--- config.mk ---
export PLATFORM = sky130hd
export DESIGN_NAME = ipc_mailbox_simplex
export DESIGN_NICKNAME = d
export VERILOG_FILES = /design/src/rtl/mbx_pkg.sv /design/src/rtl/mbx_sender_port.sv /design/src/rtl/mbx_slot.sv /design/src/rtl/mbx_receiver_port.sv /design/src/rtl/ipc_mailbox_simplex.sv
export SDC_FILE = /design/constraint.sdc
export NUM_CORES = 1
export LEC_CHECK = 0
export ABC_AREA = 0
export BUFFER_PORTS_ARGS = -buffer_cell sky130_fd_sc_hd__buf_4
export CAP_MARGIN = 10
export CORE_UTILIZATION = 37
export CTS_CLUSTER_SIZE = 12
export DETAILED_ROUTE_END_ITERATION = 10
export GPL_ROUTABILITY_DRIVEN = 0
export PLACE_DENSITY = 0.65
export SETUP_SLACK_MARGIN = 0.1
export SLEW_MARGIN = 30
export SYNTH_ARGS = -nofsm -noshare
export SYNTH_HDL_FRONTEND = slang
export SYNTH_SLANG_ARGS = --single-unit
--- constraint.sdc ---
create_clock -name clk -period 2.3 [get_ports clk]
set_input_delay 0.46 -clock clk [delete_from_list [all_inputs] [get_ports clk]]
set_output_delay 0.46 -clock clk [all_outputs]
set_load 0.01 [all_outputs]
--- src/rtl/mbx_pkg.sv ---
package mbx_pkg;

    localparam int OFS_W = 2;

    typedef enum logic [OFS_W-1:0] {
        OFS_CMD  = 2'd0,
        OFS_PTR  = 2'd1,
        OFS_STAT = 2'd2,
        OFS_IEN  = 2'd3
    } mbx_ofs_e;

    typedef enum logic {
        SLOT_EMPTY = 1'b0,
        SLOT_FULL  = 1'b1
    } slot_state_e;

    localparam int STAT_FULL_BIT  = 0;
    localparam int STAT_EMPTY_BIT = 1;
    localparam int STAT_OVF_BIT   = 2;
    localparam int STAT_BITS      = 3;

endpackage

--- src/rtl/mbx_sender_port.sv ---
module mbx_sender_port
    import mbx_pkg::*;
#(
    parameter int DATA_W = 32
) (
    input  logic                 snd_wr,
    input  logic [OFS_W-1:0]     snd_addr,
    input  logic [DATA_W-1:0]    cmd_q,
    input  logic [DATA_W-1:0]    ptr_q,
    input  logic [STAT_BITS-1:0] stat,
    output logic                 post_cmd,
    output logic                 post_ptr,
    output logic [DATA_W-1:0]    snd_rdata
);

    localparam int PAD_W = DATA_W - STAT_BITS;

    always_comb begin
        post_cmd = snd_wr && (mbx_ofs_e'(snd_addr) == OFS_CMD);
        post_ptr = snd_wr && (mbx_ofs_e'(snd_addr) == OFS_PTR);
    end

    always_comb begin
        unique case (mbx_ofs_e'(snd_addr))
            OFS_CMD:  snd_rdata = cmd_q;
            OFS_PTR:  snd_rdata = ptr_q;
            OFS_STAT: snd_rdata = {{PAD_W{1'b0}}, stat};
            OFS_IEN:  snd_rdata = '0;
            default:  snd_rdata = '0;
        endcase
    end

endmodule

--- src/rtl/mbx_slot.sv ---
module mbx_slot
    import mbx_pkg::*;
#(
    parameter int DATA_W = 32
) (
    input  logic              clk,
    input  logic              rst_n,
    input  logic              post_cmd,
    input  logic              post_ptr,
    input  logic              take_req,
    input  logic [DATA_W-1:0] wdata,
    output logic [DATA_W-1:0] cmd_q,
    output logic [DATA_W-1:0] ptr_q,
    output logic              full,
    output logic              ovf
);

    slot_state_e state, state_nxt;
    logic        take;
    logic        acc_cmd;
    logic        acc_ptr;
    logic        ovf_set;
    logic        ovf_q;

    // state register
    always_ff @(posedge clk) begin
        if (!rst_n) state <= SLOT_EMPTY;
        else        state <= state_nxt;
    end

    // transitions: POST, TAKE, REFILL, REJECT
    always_comb begin
        state_nxt = state;
        unique case (state)
            SLOT_EMPTY: if (post_cmd)            state_nxt = SLOT_FULL;
            SLOT_FULL:  if (take_req && !post_cmd) state_nxt = SLOT_EMPTY;
            default:                             state_nxt = SLOT_EMPTY;
        endcase
    end

    // outputs of the state machine
    always_comb begin
        take    = 1'b0;
        acc_cmd = 1'b0;
        acc_ptr = 1'b0;
        ovf_set = 1'b0;
        unique case (state)
            SLOT_EMPTY: begin
                acc_cmd = post_cmd;
                acc_ptr = post_ptr;
            end
            SLOT_FULL: begin
                take    = take_req;
                acc_cmd = post_cmd && take_req;
                acc_ptr = post_ptr && take_req;
                ovf_set = post_cmd && !take_req;
            end
            default: ;
        endcase
    end

    always_ff @(posedge clk) begin
        if (!rst_n) begin
            cmd_q <= '0;
            ptr_q <= '0;
            ovf_q <= 1'b0;
        end else begin
            if (acc_cmd) cmd_q <= wdata;
            if (acc_ptr) ptr_q <= wdata;
            if (ovf_set) ovf_q <= 1'b1;
        end
    end

    assign full = (state == SLOT_FULL);
    assign ovf  = ovf_q;

    logic unused_take;
    assign unused_take = take;

endmodule

--- src/rtl/mbx_receiver_port.sv ---
module mbx_receiver_port
    import mbx_pkg::*;
#(
    parameter int DATA_W = 32
) (
    input  logic                 clk,
    input  logic                 rst_n,
    input  logic                 rcv_wr,
    input  logic                 rcv_rd,
    input  logic [OFS_W-1:0]     rcv_addr,
    input  logic [DATA_W-1:0]    rcv_wdata,
    input  logic [DATA_W-1:0]    cmd_q,
    input  logic [DATA_W-1:0]    ptr_q,
    input  logic [STAT_BITS-1:0] stat,
    input  logic                 full,
    output logic                 take_req,
    output logic                 ien_q,
    output logic                 irq,
    output logic [DATA_W-1:0]    rcv_rdata
);

    localparam int PAD_W  = DATA_W - STAT_BITS;
    localparam int IPAD_W = DATA_W - 1;

    logic irq_q;
    logic ien_wr;

    always_comb begin
        take_req = rcv_rd && (mbx_ofs_e'(rcv_addr) == OFS_CMD);
        ien_wr   = rcv_wr && (mbx_ofs_e'(rcv_addr) == OFS_IEN);
    end

    always_ff @(posedge clk) begin
        if (!rst_n) begin
            ien_q <= 1'b0;
            irq_q <= 1'b0;
        end else begin
            if (ien_wr) ien_q <= rcv_wdata[0];
            irq_q <= full && ien_q;
        end
    end

    assign irq = irq_q;

    always_comb begin
        unique case (mbx_ofs_e'(rcv_addr))
            OFS_CMD:  rcv_rdata = cmd_q;
            OFS_PTR:  rcv_rdata = ptr_q;
            OFS_STAT: rcv_rdata = {{PAD_W{1'b0}}, stat};
            OFS_IEN:  rcv_rdata = {{IPAD_W{1'b0}}, ien_q};
            default:  rcv_rdata = '0;
        endcase
    end

endmodule

--- src/rtl/ipc_mailbox_simplex.sv ---
module ipc_mailbox_simplex
    import mbx_pkg::*;
#(
    parameter int DATA_W = 32
) (
    input  logic              clk,
    input  logic              rst_n,
    input  logic              snd_wr,
    input  logic [1:0]        snd_addr,
    input  logic [DATA_W-1:0] snd_wdata,
    output logic [DATA_W-1:0] snd_rdata,
    input  logic              rcv_wr,
    input  logic              rcv_rd,
    input  logic [1:0]        rcv_addr,
    input  logic [DATA_W-1:0] rcv_wdata,
    output logic [DATA_W-1:0] rcv_rdata,
    output logic              irq
);

    logic                 post_cmd;
    logic                 post_ptr;
    logic                 take_req;
    logic [DATA_W-1:0]    cmd_q;
    logic [DATA_W-1:0]    ptr_q;
    logic                 full_q;
    logic                 ovf_q;
    logic                 ien_q;
    logic [STAT_BITS-1:0] stat;

    always_comb begin
        stat                 = '0;
        stat[STAT_FULL_BIT]  = full_q;
        stat[STAT_EMPTY_BIT] = !full_q;
        stat[STAT_OVF_BIT]   = ovf_q;
    end

    mbx_sender_port #(.DATA_W(DATA_W)) u_snd (
        .snd_wr    (snd_wr),
        .snd_addr  (snd_addr),
        .cmd_q     (cmd_q),
        .ptr_q     (ptr_q),
        .stat      (stat),
        .post_cmd  (post_cmd),
        .post_ptr  (post_ptr),
        .snd_rdata (snd_rdata)
    );

    mbx_slot #(.DATA_W(DATA_W)) u_slot (
        .clk      (clk),
        .rst_n    (rst_n),
        .post_cmd (post_cmd),
        .post_ptr (post_ptr),
        .take_req (take_req),
        .wdata    (snd_wdata),
        .cmd_q    (cmd_q),
        .ptr_q    (ptr_q),
        .full     (full_q),
        .ovf      (ovf_q)
    );

    mbx_receiver_port #(.DATA_W(DATA_W)) u_rcv (
        .clk       (clk),
        .rst_n     (rst_n),
        .rcv_wr    (rcv_wr),
        .rcv_rd    (rcv_rd),
        .rcv_addr  (rcv_addr),
        .rcv_wdata (rcv_wdata),
        .cmd_q     (cmd_q),
        .ptr_q     (ptr_q),
        .stat      (stat),
        .full      (full_q),
        .take_req  (take_req),
        .ien_q     (ien_q),
        .irq       (irq),
        .rcv_rdata (rcv_rdata)
    );

endmodule

# Word level (Yosys, flattened, before mapping)
# Cells that the tools add are included.
# word_totals
ff_bits	68
input_bits	73
output_inout_bits	65
word_cells	35
# op_classes
eq_ne	6
mux	8
bitwise	1
reduce_logical	14
# ops
cell	count
32-bit case mux with 4 select lines	2
1-bit logical AND	9
2-bit == test (second input constant)	4
1-bit case mux with 2 select lines	3
2-bit by 1-bit == test with 1-bit output (second input constant)	2
2-bit logical NOT	2
1-bit logical NOT	3
1-bit two-way mux	3
1-bit inverter	1

# Longest topological paths before layout
# depth
word_depth	6
mapped_depth	6

# Hierarchy
# Synthesis repeated with hierarchy kept, for this count alone.
# unflattened
cells_unflattened	406
area_unflattened_um2	3697.3
# by_module_without_submodules
module	n_inst	cells_per_inst	area_per_inst_um2	seq_area_each_um2
mbx_slot	1	250	2519.9	1321.3
mbx_receiver_port	1	80	604.3	40.0
mbx_sender_port	1	75	569.3	0.0
ipc_mailbox_simplex	1	1	3.8	0.0

# Worst setup path after synthesis
# OpenSTA, ideal clock, no wires.
# synth_timing
path_type	input port to output port
from	input snd_addr[0]
to	output snd_rdata[12]
arrival_ps	1312
t_required_ps	1840
path_slack_ps	528
stages	4
path_buffers	2
cell_sequence	buf_2 -> clkbuf_1 -> mux2i_1 -> nor2_1
# synth_between
elab_chain_cells	2
word_cells_on_any_way	5
cone_classes	eq/ne (3); mux (1); reduce/logical (1)
# synth_rtl
item	line	source
from (decl)	ipc_mailbox_simplex.sv:9	input logic [1:0] snd_addr,
2-bit == test (tied with other cells)	mbx_sender_port.sv:24	unique case (mbx_ofs_e'(snd_addr))
32-bit case mux with 4 select lines (*)	mbx_sender_port.sv:24	
to (decl)	ipc_mailbox_simplex.sv:11	output logic [DATA_W-1:0] snd_rdata,
# Mark *: on every way between the ends. The rest lies on a longest branch, timed or not.

# Worst setup path after layout
# layout_timing
from	input snd_addr[0]
to	output snd_rdata[19]
# The elaborated chain is that of the path after synthesis.

==> results.json <==
{
  "synthToLayoutAreaGrowth_pct": 28.7,
  "crit_top_cell": "buf_4",
  "status": "finished clean",
  "yosysWarningCount": 0,
  "dr_total_vias": 3094,
  "synth_top_area_share_pct": 37.8,
  "die-area_mm2": 0.0101,
  "cts.clk_slew.worst_paths_ns": 0.07,
  "yosysMostFrequentCell": "mux2i_1",
  "cts_root_buf": "clkbuf_8",
  "wl_met3_um": 386,
  "cap_violations": 0,
  "synth_top_family_by_area": "multiplexers",
  "grt_pass1_wl_um": 14500,
  "antenna_found_initial": 0,
  "fmax_mhz": 527,
  "yosys.area_share.simple_pct": 18.6,
  "finClkSkew_ns": 0.00369,
  "numPortBuffers": 106,
  "cts_tree": "yes",
  "yosys.area.top_type": "dfxtp_1",
  "track_usage_pct": 18.5,
  "path_delay_family": "buffers and inverters",
  "slowest_stage": "buf_4",
  "synthXorXnorAreaFrac_pct": 0,
  "grt_max_degree": 52,
  "cts_num_sinks": 68,
  "ys.flop_type": "dfxtp_1",
  "insertion_delay_ns": 0.34,
  "cts_buffers": 9,
  "syn_nets": 485,
  "synth_edf_count": 0,
  "rrSetupSlack_ns": 0.92,
  "met1_length_um": 4420,
  "p_per_area_mw_per_mm2": 526,
  "critPathBufInv": 3,
  "power.leakage_nw": 2.26,
  "rsz0062_at_grt": "no",
  "drcViolationCount": 0,
  "htreeDepth": 3,
  "finalCritPeriodShare_pct": 82.5,
  "cp-start-kind": "input pin",
  "met2_length_um": 4260,
  "clockBufferDepth": 2,
  "power_mw": 2.44,
  "endpoint_kind": "output pin",
  "ys_seq_area_share_pct": 37.8,
  "maxSlewViolCount": 0,
  "cpPeakStageDelay_ns": 0.28,
  "hold_buffers": 0,
  "synth_adder_area_share_pct": 0,
  "fin_crit_ns": 1.90,
  "die_h_um": 101,
  "dp_hpwl_um": 6160,
  "ant_nets": 0,
  "top_layer": "met4",
  "fin_hold_ws_ns": 0.397,
  "first_pass_iters": 5,
  "tightest_slew_ns": 0.512,
  "synth_area_leaders": "dfxtp_1, mux2i_1, nand2_1, nor2_1, buf_6",
  "grt_pass1_vias": 2954,
  "diodes": 0,
  "path_cells": "buf_4 > buf_12 > mux2i_1 > nor2_1 > buf_4",
  "start_util_pct": 38.6,
  "post_cts_buffers": 0,
  "drive_gt1_share_pct": 26.3,
  "cts-resized-gates": 0,
  "row_count": 35,
  "ys_types": 20,
  "min_path_type": "in -> reg",
  "routed_wl_um": 9200,
  "fin_nets": 578,
  "core_area_mm2": 0.00933,
  "synth.cell_area_mm2": 0.00360,
  "crit_arrival_ns": 1.44,
  "synth-seq-cells": 68,
  "cp_max_fo": 19,
  "tns_ns": 0,
  "setup_viol": 0,
  "grt-ovfl-total": 0,
  "criticalPathCategory": "in -> out",
  "slew_headroom_pct": 65.8,
  "pin_count": 138,
  "required_ns": 1.84,
  "ir_worst_vdd_mv": 0.249,
  "synth_compound_area_share_pct": 1.98,
  "synth_common_cells": "mux2i_1, nand2_1, dfxtp_1",
  "avgViaCountPerCell": 4.85,
  "avgSynthCellArea_um2": 8.74,
  "async_flop_share_pct": 0,
  "syn_inst": 412,
  "die_width_um": 101,
  "muxShareOfSynthArea_pct": 35.9,
  "wl_per_cell_um": 14.4,
  "drt-initial-drc-count": 103,
  "finalHoldViolCount": 0
}
## cell usage in the layout (no fill, tap or decap), types with 3 or more instances in the layout
cell	count
nand2_1	103
dfxtp_1	68
clkinv_2	3
clkbuf_8	9
nor2_1	60
buf_4	113
nor2b_1	3
clkbuf_1	3
mux2i_1	127
buf_12	4
o21ai_0	5
## registers in the layout, summed over array words and instances, names as in the netlist
| register | flops |
|---|---|
| u_rcv.ien_q | 1 |
| u_rcv.irq | 1 |
| u_slot.cmd_q | 32 |
| u_slot.full | 1 |
| u_slot.ovf | 1 |
| u_slot.ptr_q | 32 |
## worst register-to-register path, delay by kind of cell (launching register included)
family                 cells  cell delay [ns]
AO/OA/AOI/OAI              1             0.20
flip-flops                 1             0.52
buffers and inverters      1             0.32
multiplexers               1             0.26
## metrics by stage
step | utilization, % | setup slack [ns] | std cells | cell area [um2]
global route | 49.7 | 0.347 | 638 | 4640
floorplan | - | 0.528 | 412 | 3600
CTS | 49.7 | 0.400 | 638 | 4640
finish | 49.7 | 0.403 | 638 | 4640
detailed placement | 48.1 | 0.284 | 623 | 4490
global placement | 48.1 | 0.333 | 623 | 4490
## final cells by class
class | count | area, um2
clock buffers | 12 | 135
flip-flops and latches | 68 | 1360
well taps | 129 | 161
multi-input cells | 309 | 2040
clock inverters | 3 | 15.0
repair buffers | 117 | 928
fillers | 909 | 4690
## path summary, 6_finish.rpt
check                                        end  depth (start not counted)            start
worst min register to register   u_slot.ptr_q[7]                          2  u_slot.ptr_q[7]
worst max-delay path               snd_rdata[19]                          5      snd_addr[0]
worst max register to register  u_slot.ptr_q[24]                          3      u_slot.full
worst min-delay path            u_slot.ptr_q[17]                          3    snd_wdata[17]
## logic make-up (layout without fill, tap and decap cells)
family | Yosys count | in the layout
mux | 128 | 128
buf+inv | 35 | 132
compound gates | 10 | 10
flops | 68 | 68
simple gates | 171 | 171
## layer usage
metal,vias up,track usage [%]
met2,75,30.4
li1,1551,-
met1,1454,23.9
met3,14,3.61
met4,0,7.47
met5,-,0
## power by group
part           total, mW  internal (mW)  switching (mW)
clock              0.806          0.381           0.425
sequential          1.25           1.22          0.0310
combinational      0.384          0.185           0.200
(Power assumes the default switching activity.)
